<file path="config.mk">
export PLATFORM = sky130hd
export DESIGN_NAME = i2c_pkt_parser
export DESIGN_NICKNAME = d
export VERILOG_FILES = /design/src/rtl/i2c_pkt_pkg.sv /design/src/rtl/pkt_hdr_decode.sv /design/src/rtl/pkt_tx_unpack.sv /design/src/rtl/pkt_rx_pack.sv /design/src/rtl/i2c_pkt_parser.sv
export SDC_FILE = /design/constraint.sdc
export NUM_CORES = 1
export LEC_CHECK = 0
export ABC_AREA = 1
export ABC_CLOCK_PERIOD_IN_PS = 2000
export CORE_MARGIN = 10
export CORE_UTILIZATION = 54
export CTS_CLUSTER_SIZE = 28
export DETAILED_ROUTE_END_ITERATION = 7
export PLACE_DENSITY = 0.88
export SLEW_MARGIN = 20
export SYNTH_ARGS = -nofsm -noshare
export SYNTH_HDL_FRONTEND = slang
export SYNTH_HIERARCHICAL = 1
export SYNTH_SLANG_ARGS = --single-unit
</file>
<file path="constraint.sdc">
create_clock -name clk -period 2 [get_ports clk]
set_input_delay 0.4 -clock clk [delete_from_list [all_inputs] [get_ports clk]]
set_output_delay 0.4 -clock clk [all_outputs]
set_load 0.01 [all_outputs]
</file>
<file path="src/rtl/i2c_pkt_pkg.sv">
package i2c_pkt_pkg;

   typedef enum logic [1:0] {
      OP_START = 2'd0,
      OP_STOP  = 2'd1,
      OP_WRITE = 2'd2,
      OP_READ  = 2'd3
   } bus_op_e;

   // flag positions inside header word 2
   localparam int FB_HS    = 22;
   localparam int FB_CNAK  = 21;
   localparam int FB_SBYTE = 20;
   localparam int FB_RD    = 19;
   localparam int FB_A10   = 18;
   localparam int FB_IE    = 17;
   localparam int FB_RS    = 16;
   localparam int FB_CT    = 15;
   localparam int FB_LO    = FB_CT;
   localparam int FB_HI    = FB_HS;

   typedef struct packed {
      logic       hs;
      logic       cnak;
      logic       sbyte;
      logic       rd;
      logic       a10;
      logic       ie;
      logic       rs;
      logic       ct;
      logic [9:0] addr;
   } pkt_flags_t;

endpackage

</file>
<file path="src/rtl/pkt_hdr_decode.sv">
module pkt_hdr_decode
   import i2c_pkt_pkg::*;
(
   input  logic [FB_HI-FB_LO:0] flag_bits,
   input  logic [9:0]           addr_bits,
   output pkt_flags_t           flags
);
   always_comb begin
      flags.hs    = flag_bits[FB_HS - FB_LO];
      flags.cnak  = flag_bits[FB_CNAK - FB_LO];
      flags.sbyte = flag_bits[FB_SBYTE - FB_LO];
      flags.rd    = flag_bits[FB_RD - FB_LO];
      flags.a10   = flag_bits[FB_A10 - FB_LO];
      flags.ie    = flag_bits[FB_IE - FB_LO];
      flags.rs    = flag_bits[FB_RS - FB_LO];
      flags.ct    = flag_bits[FB_CT - FB_LO];
      flags.addr  = addr_bits;
   end
endmodule

</file>
<file path="src/rtl/pkt_tx_unpack.sv">
module pkt_tx_unpack #(
   parameter int DATA_W = 32,
   localparam int BPW    = DATA_W / 8,
   localparam int LANE_W = $clog2(BPW)
)(
   input  logic              clk,
   input  logic              rst_n,
   input  logic              load,
   input  logic [DATA_W-1:0] din,
   input  logic [LANE_W-1:0] lane,
   output logic [7:0]        byte_out
);
   logic [DATA_W-1:0] word_q;

   always_ff @(posedge clk) begin
      if (!rst_n)    word_q <= '0;
      else if (load) word_q <= din;
   end

   assign byte_out = word_q[lane*8 +: 8];
endmodule

</file>
<file path="src/rtl/pkt_rx_pack.sv">
module pkt_rx_pack #(
   parameter int DATA_W = 32,
   localparam int BPW    = DATA_W / 8,
   localparam int LANE_W = $clog2(BPW)
)(
   input  logic              clk,
   input  logic              rst_n,
   input  logic              take,
   input  logic [7:0]        din,
   input  logic [LANE_W-1:0] lane,
   input  logic              last,
   output logic              push,
   output logic [DATA_W-1:0] dout
);
   logic [DATA_W-1:0] acc_q;
   logic [DATA_W-1:0] acc_nxt;

   for (genvar g = 0; g < BPW; g++) begin : g_lane
      assign acc_nxt[g*8 +: 8] = (lane == LANE_W'(g)) ? din :
                                 (lane == '0)         ? 8'h00 :
                                                        acc_q[g*8 +: 8];
   end

   always_ff @(posedge clk) begin
      if (!rst_n) begin
         acc_q <= '0;
         push  <= 1'b0;
         dout  <= '0;
      end else begin
         push <= take && (last || lane == LANE_W'(BPW-1));
         if (take) begin
            acc_q <= acc_nxt;
            dout  <= acc_nxt;
         end
      end
   end


   mid_word_chk: assert property (@(posedge clk) disable iff (!rst_n)
      (take && !last && lane != LANE_W'(BPW-1)) |=> !push);
endmodule

</file>
<file path="src/rtl/i2c_pkt_parser.sv">
module i2c_pkt_parser
   import i2c_pkt_pkg::*;
#(
   parameter int DATA_W = 32,
   parameter int LEN_W  = 16,
   parameter int LVL_W  = 6,
   localparam int BPW    = DATA_W / 8,
   localparam int LANE_W = $clog2(BPW)
)(
   input  logic              clk,
   input  logic              rst_n,
   input  logic [DATA_W-1:0] txf_data,
   input  logic [LVL_W-1:0]  txf_level,
   output logic              txf_pop,
   output logic              cmd_valid,
   output logic [1:0]        cmd_op,
   output logic [7:0]        cmd_byte,
   output logic              cmd_last,
   output logic              cmd_hs,
   input  logic              cmd_done,
   input  logic              rsp_nack,
   input  logic [7:0]        rsp_byte,
   output logic              rxf_push,
   output logic [DATA_W-1:0] rxf_data,
   output logic              pkt_done,
   output logic              nack_err
);
   if (DATA_W < 32 || DATA_W % 8 != 0) begin : g_bad_w
      $error("DATA_W must be a multiple of 8 and at least 32");
   end
   if ((BPW & (BPW - 1)) != 0) begin : g_bad_bpw
      $error("bytes per word must be a power of two");
   end
   if (LEN_W < 1 || LEN_W > DATA_W) begin : g_bad_len
      $error("LEN_W out of range");
   end
   if (LVL_W < 2) begin : g_bad_lvl
      $error("LVL_W must be able to hold 3");
   end

   typedef enum logic [3:0] {
      S_IDLE, S_HDR, S_START, S_SBYTE, S_SRST, S_ADR0, S_ADR1, S_ARST,
      S_ADR2, S_LOAD, S_WR, S_RD, S_END, S_FIN, S_ERR, S_ESTOP
   } st_e;

   st_e               st;
   logic [1:0]        hidx;
   logic [LEN_W-1:0]  cnt;
   logic [LANE_W-1:0] lane;
   logic              chained;
   pkt_flags_t        fl, dec;
   logic [7:0]        tx_byte;
   bus_op_e           op;
   logic              nack_fail;
   logic              last_byte;

   pkt_hdr_decode u_dec (
      .flag_bits (txf_data[FB_HI:FB_LO]),
      .addr_bits (txf_data[9:0]),
      .flags     (dec)
   );

   pkt_tx_unpack #(.DATA_W(DATA_W)) u_tx (
      .clk      (clk),
      .rst_n    (rst_n),
      .load     (st == S_LOAD && txf_level != '0),
      .din      (txf_data),
      .lane     (lane),
      .byte_out (tx_byte)
   );

   pkt_rx_pack #(.DATA_W(DATA_W)) u_rx (
      .clk   (clk),
      .rst_n (rst_n),
      .take  (st == S_RD && cmd_done),
      .din   (rsp_byte),
      .lane  (lane),
      .last  (last_byte),
      .push  (rxf_push),
      .dout  (rxf_data)
   );

   assign last_byte = (cnt == '0);
   assign nack_fail = cmd_done && rsp_nack && !fl.cnak;
   assign txf_pop   = (st == S_HDR) || (st == S_LOAD && txf_level != '0);
   assign pkt_done  = (st == S_FIN) && fl.ie;
   assign nack_err  = (st == S_ERR);
   assign cmd_hs    = fl.hs;
   assign cmd_op    = op;

   always_comb begin
      cmd_valid = 1'b0;
      op        = OP_WRITE;
      cmd_byte  = 8'h00;
      cmd_last  = 1'b0;
      case (st)
         S_START, S_SRST, S_ARST: begin
            cmd_valid = 1'b1;
            op        = OP_START;
         end
         S_SBYTE: begin
            cmd_valid = 1'b1;
            cmd_byte  = 8'h01;
         end
         S_ADR0: begin
            cmd_valid = 1'b1;
            cmd_byte  = fl.a10 ? {5'b11110, fl.addr[9:8], 1'b0}
                               : {fl.addr[7:1], fl.rd};
         end
         S_ADR1: begin
            cmd_valid = 1'b1;
            cmd_byte  = fl.addr[7:0];
         end
         S_ADR2: begin
            cmd_valid = 1'b1;
            cmd_byte  = {5'b11110, fl.addr[9:8], 1'b1};
         end
         S_WR: begin
            cmd_valid = 1'b1;
            cmd_byte  = tx_byte;
            cmd_last  = last_byte;
         end
         S_RD: begin
            cmd_valid = 1'b1;
            op        = OP_READ;
            cmd_last  = last_byte;
         end
         S_END: begin
            cmd_valid = !(fl.rs || fl.ct);
            op        = OP_STOP;
         end
         S_ESTOP: begin
            cmd_valid = 1'b1;
            op        = OP_STOP;
         end
         default: ;
      endcase
   end

   always_ff @(posedge clk) begin
      if (!rst_n) begin
         st      <= S_IDLE;
         hidx    <= '0;
         cnt     <= '0;
         lane    <= '0;
         fl      <= '0;
         chained <= 1'b0;
      end else begin
         case (st)
            S_IDLE: if (txf_level >= LVL_W'(3)) begin
               st   <= S_HDR;
               hidx <= '0;
            end
            S_HDR: begin
               hidx <= hidx + 2'd1;
               if (hidx == 2'd1) cnt <= txf_data[LEN_W-1:0];
               if (hidx == 2'd2) begin
                  fl   <= dec;
                  lane <= '0;
                  if (chained) st <= dec.rd ? S_RD : S_LOAD;
                  else         st <= S_START;
               end
            end
            S_START: if (cmd_done) st <= fl.sbyte ? S_SBYTE : S_ADR0;
            S_SBYTE: if (cmd_done) st <= S_SRST;
            S_SRST:  if (cmd_done) st <= S_ADR0;
            S_ADR0: if (cmd_done) begin
               if (nack_fail)   st <= S_ERR;
               else if (fl.a10) st <= S_ADR1;
               else             st <= fl.rd ? S_RD : S_LOAD;
            end
            S_ADR1: if (cmd_done) begin
               if (nack_fail) st <= S_ERR;
               else           st <= fl.rd ? S_ARST : S_LOAD;
            end
            S_ARST: if (cmd_done) st <= S_ADR2;
            S_ADR2: if (cmd_done) st <= nack_fail ? S_ERR : S_RD;
            S_LOAD: if (txf_level != '0) begin
               lane <= '0;
               st   <= S_WR;
            end
            S_WR: if (cmd_done) begin
               if (nack_fail) st <= S_ERR;
               else if (last_byte) st <= S_END;
               else begin
                  cnt <= cnt - LEN_W'(1);
                  if (lane == LANE_W'(BPW-1)) st <= S_LOAD;
                  else lane <= lane + LANE_W'(1);
               end
            end
            S_RD: if (cmd_done) begin
               if (last_byte) st <= S_END;
               else begin
                  cnt  <= cnt - LEN_W'(1);
                  lane <= lane + LANE_W'(1);
               end
            end
            S_END: begin
               if (fl.rs) begin
                  chained <= 1'b0;
                  st      <= S_FIN;
               end else if (fl.ct) begin
                  chained <= 1'b1;
                  st      <= S_FIN;
               end else if (cmd_done) begin
                  chained <= 1'b0;
                  st      <= S_FIN;
               end
            end
            S_FIN: st <= S_IDLE;
            S_ERR: begin
               chained <= 1'b0;
               st      <= S_ESTOP;
            end
            S_ESTOP: if (cmd_done) st <= S_IDLE;
            default: st <= S_IDLE;
         endcase
      end
   end


   pop_level_chk: assert property (@(posedge clk) disable iff (!rst_n)
      txf_pop |-> (txf_level != '0));


   hdr_wait_chk: assert property (@(posedge clk) disable iff (!rst_n)
      (st == S_IDLE && txf_level < LVL_W'(3)) |=> !txf_pop);


   nack_stop_chk: assert property (@(posedge clk) disable iff (!rst_n)
      nack_err |=> (cmd_valid && cmd_op == OP_STOP));


   done_excl_chk: assert property (@(posedge clk) disable iff (!rst_n)
      !(pkt_done && (nack_err || cmd_valid)));


   cmd_hold_chk: assert property (@(posedge clk) disable iff (!rst_n)
      (cmd_valid && !cmd_done) |=>
         (cmd_valid && $stable(cmd_op) && $stable(cmd_byte) && $stable(cmd_last)));
endmodule

</file>
# Word level (Yosys, flattened, before mapping)
# Cells that the tools add are included.
# word_totals
inputBits	50
wordCells	163
output_inout_bits	49
register_bits	108
# classes
order_cmp	1
add_sub_neg	3
shifts	1
eq_ne	41
n_reduce_logical	36
n_mux	61
# ops
cell	count
$mux W4	25
$mux W16	5
$pmux W4 S16	1
$mux W8	6
$pmux W16 S3	1
$pmux W8 S5	1
$eq A4 B4 Y1 const B	8
$shiftx A32 B6 Y8	1
$ne A2 B2 Y1 const B	15
$mux W2	11
$eq A4 B3 Y1 const B	4
$logic_not A16 Y1	1
$reduce_and A16 Y1	1
$sub A16 B1 Y16 const B	1
$reduce_and A2 Y1	7
$reduce_bool A2 Y1	5
$reduce_or A10 Y1	1
$reduce_and A9 Y1	1
$eq A4 B2 Y1 const B	2
$ne A2 B1 Y1 const B	4
$pmux W2 S4	1
$eq A2 B2 Y1 const B	3
$ge A6 B2 Y1 const B	1
$logic_and A1 B1 Y1	6
20 further kinds	31

# Depth between registers and ports, before layout
# logic_depth
ltp_word	6
ltp_mapped	12

# Modules after synthesis
# Netlist, hierarchy kept.
# modules_own_cells
module	area_per_inst_um2	cells_per_inst	instances
i2c_pkt_parser	2944.1	487	1
pkt_tx_unpack	1511.4	232	1
pkt_rx_pack	1297.5	170	1
pkt_hdr_decode	135.1	18	1

# Worst setup path before layout
# OpenSTA, ideal clock, no wires.
# synth_path
kind	reg2out
from	register st[2]
to	output cmd_byte[3]
slack_ns	0.253
arrival_time_ns	1.347
path_stages_with_launch	7
n_path_buf	0
path_cell_list	dfxtp_1 > nand2_1 > nor2_1 > nand2_1 > nand2_1 > inv_1 > o21ai_0
# synth_between
elab_chain_cells	2
word_cells_on_any_way	6
cone_classes	5 x eq/ne; 1 x mux
# synth_rtl
item	line_no	source
start: declaration	i2c_pkt_parser.sv:46	st_e st;
start signal: assignment	i2c_pkt_parser.sv:160	if (chained) st <= dec.rd ? S_RD : S_LOAD;
start signal: assignment	i2c_pkt_parser.sv:164	S_START: if (cmd_done) st <= fl.sbyte ? S_SBYTE : S_ADR0;
start signal: assignment	i2c_pkt_parser.sv:170	else st <= fl.rd ? S_RD : S_LOAD;
$eq A4 B4 Y1 (tied with other cells)	i2c_pkt_parser.sv:96	case (st)
$pmux W8 S5 (*)	i2c_pkt_parser.sv:96	
end: declaration	i2c_pkt_parser.sv:17	output logic [7:0] cmd_byte,
# Every way passes the cells marked *; elsewhere a longest branch is shown, timed or not.

# Worst setup path in the final report
# layout_path
from	register st[2]
to	output cmd_byte[0]
# Same word-level chain as after synthesis.

==> summary.md <==
| Metric | Value |
|---|---|
| Critical Path End | cmd_byte[0] |
| Filler Cell Count | 780 |
| Ranking of synthesized cells by area | dfxtp_1, nand2_1, nor2_1, o21ai_0, nand3_1 |
| Dpl hpwl | 13.54 mm |
| Final Max Tran Viols | 0 |
| Final core occ | 75.71% |
| Fmax | around 480 MHz |
| Synth Area in XOR/XNOR | 0.4462% |
| Core ar. | 10750 um^2 |
| Worst Hold Class | input port to flop |
| Skew-Pair Late Insertion Delay | 390 ps |
| Finish-stage setup viols | 6 |
| Synth area leader | dfxtp_1 |
| Post-Synth Adder-Cell Area | 1.700% |
| Initial core utilization | between 50% and 60% |
| Via-to-Cell Ratio | about 5.4 |
| Fin area | ~8100 um^2 |
| Site Rows | 38 |
| Routed via count | between 6000 and 7000 |
| Worst Setup End Kind | primary output |
| PortBufs | 98 |
| Mapped Cells | 907 |
| Grt total ovfl | 0 |
| WS Path Type | flop to primary output |
| Worst Path Arrival | roughly 1700 ps |
| Failing checks | setup timing |
| Chip width | around 120 um |
| TritonCTS Buffers | 9 |
| Die H | 124.4 um |
| Final GP Congestion | 0.9338 |
| CTS clk-pin slew, worst paths | 120 ps |
| Most common cell after layout, fill and taps aside | nand2_1 |
| Reg2Reg Setup Slack | ~10 ps |
| Post-synthesis mux area share | 0% |
| Overall Power | between 9000 and 10000 uW |
| Non-filler cells, final | around 1200 |
| Final Hold Viols | 0 |
| Static Leak | roughly 0.0037 uW |
| Post-Syn Area per Cell | 6.492 um^2 |
| Tot GR Track Use | 22.68% |
| DRT antenna net count | 0 |
| DP Area | between 7000 and 8000 um^2 |
| Clock root buffer | clkbuf_8 |
| Layout area overhead | 38.16% |
| Status | finished, violations left |
| VDD IR max | around 0.00085 V |
| Setup crit start | st[2]$_SDFFE_PN0P_ |
| Synthesized cell area | 5888 um^2 |
| Vias in the first global route | 6200 |
| Initial antenna violation count | 0 |
| CTS Sinks | 108 |
| Rel. slew slack | 76.09% |
| RR Startpoint | st[2]$_SDFFE_PN0P_ |
| CTS tree | done |
| Crit path max fanout | 6 |
| Max Buffers Root-to-Sink | 2 |
| First-pass iteration count of the detailed router | 5 |
| Worst Reg-to-Reg Cells | 13 |
| Sequential-to-total area share from yosys stat | a little under two fifths |
| Tcrit/Tclk final | 103.6% |
| Reg2Reg Capture Point | u_tx/word_q[8]$_SDFFE_PN0P_ |
| First-pass GRT wire length | 30.10 mm |
| Synth unique cells | 39 |
| Dpl ws | -169.5 ps |
| Layout cell share with drive strength beyond 1 | 22.17% |
| MaxCap Viol Count | 0 |
| Top cell type's share of synthesized area | 36.72% |
| Ports | 99 |
| CTS hold repair buffers | 0 |
| Largest net degree at the start of global routing | 40 |
| Pwr/cell area | around 1200 nW/um^2 |
| Die area | about 15000 um^2 |
| Skew final | between 15 and 20 ps |
| Synth Area in Simple Gates | 35.08% |
| # DRC | 0 |
| Crit path required time | about 1600 ps |
| Placed cell count | about 1200 |
| Startpoint types | flop |
| Setup slack after layout | -71.68 ps |
| Net count after synthesis | 965 |
| Final wirelength | around 19 mm |
| Yosys warnings | 6 |
| Yosys reg bits | 108 |
| Least-Margin Pin Slew | 356.0 ps |
| Wire per inst | 15.60 um |
| RSZ-0062 raised after global routing | yes |
| Period minus WS final | approximately 2100 ps |
| H-tree levels | 3 |
| Largest family of logic cells by synthesized area | simple AND/OR/NAND/NOR gates |
| Most frequent cells in the layout | nand2_1, nor2_1, dfxtp_1 |
| Synth Area in Compound Gates | between 10% and 20% |
| Nets@finish | 1140 |
| DR iter-0 viols | 707 |
| N_diodes | 0 |
-- area by class of cell --
cell class | count | area (um^2) | area share (%)
Multi-Input combinational cell | 653 | 3233 | 39.74
Sequential cell | 108 | 2186 | 26.87
Timing Repair Buffer | 216 | 1928 | 23.70
Inverter | 94 | 386.6 | 4.752
Tap cell | 140 | 175.2 | 2.153
Clock buffer | 9 | 123.9 | 1.523
Clock inverter | 7 | 102.6 | 1.261
-- flip-flops by register name (all words and copies together) (netlist names) --
| register | flops |
|---|---|
| u_rx/acc_q | 32 |
| u_rx/push | 1 |
| chained | 1 |
| fl | 17 |
| st | 4 |
| u_tx/word_q | 32 |
| hidx | 2 |
| lane | 2 |
| cmd_hs | 1 |
| cnt | 16 |
-- per-stage QoR --
stage,setup TNS [ps],hold slack (ps)
after global routing,-881.1,387.9
after CTS,-468.2,375.0
after global placement,-1486,452.4
after floorplan,0,424.5
final,-226.7,383.2
after detailed placement,-2936,457.7
-- cell families (layout without fill, tap and decap cells) --
group                      Yosys count  in the layout
DFF                                108            108
buffers and inverters              146            326
xor gates and xnor gates             3              3
adders and majority gates            8              8
AOI/OAI and AO/OA                  150            150
and+or+nand+nor                    492            492
-- synth_stat cells (all sizes together) --
cell	count
nand3b	5
nor2	175
clkbuf	15
xor2	3
a31oi	1
o21ai	76
nand2	222
nand4	5
o311ai	1
ha	8
a211oi	1
o31ai	1
o211ai	4
clkinv	2
a21oi	63
or2	5
nor4	1
nand3	75
o22ai	1
nor3	3
buf	37
dfxtp	108
and2	1
inv	92
o2111ai	2
-- where the power goes --
group	switching (uW)	internal, uW
Clock	897	626
Sequential	206	2440
Combinational	2950	2290
Total	4050	5360
-- routing by layer --
metal | part of all wire [%] | GRT usage [%]
met5 | 0 | 0
met4 | 2.6 | 7.951
met3 | 7.3 | 4.128
met2 | 49 | 37.50
met1 | 41 | 28.83
-- worst min path at each step --
stage,cells past startpoint,startpoint,endpoint,slack [ps]
3_5_place_dp,2,fl[12]$_SDFFE_PN0P_,fl[12]$_SDFFE_PN0P_,460
3_3_place_gp,2,fl[12]$_SDFFE_PN0P_,fl[12]$_SDFFE_PN0P_,450
2_1_floorplan,2,fl[3]$_SDFFE_PN0P_,fl[3]$_SDFFE_PN0P_,420
6_report,3,rst_n,cnt[13]$_SDFFE_PN0P_,380
4_1_cts,3,rst_n,cnt[9]$_SDFFE_PN0P_,370
5_1_grt,3,rst_n,cnt[1]$_SDFFE_PN0P_,390
-- repair_timing --
item                       CTS  global route
pin swaps                    5             9
setup endpoints to repair   16            55
resized for setup           94            73
setup buffers               15             6
-- critical path, cell delays in order (launching register included) --
cell	delay, ps
dfxtp_4	390
buf_6	120
nor2_4	120
buf_6	150
nand2_4	80
inv_6	90
a21oi_1	50
o2111ai_1	100
buf_2	190
(Power assumes the default switching activity.)
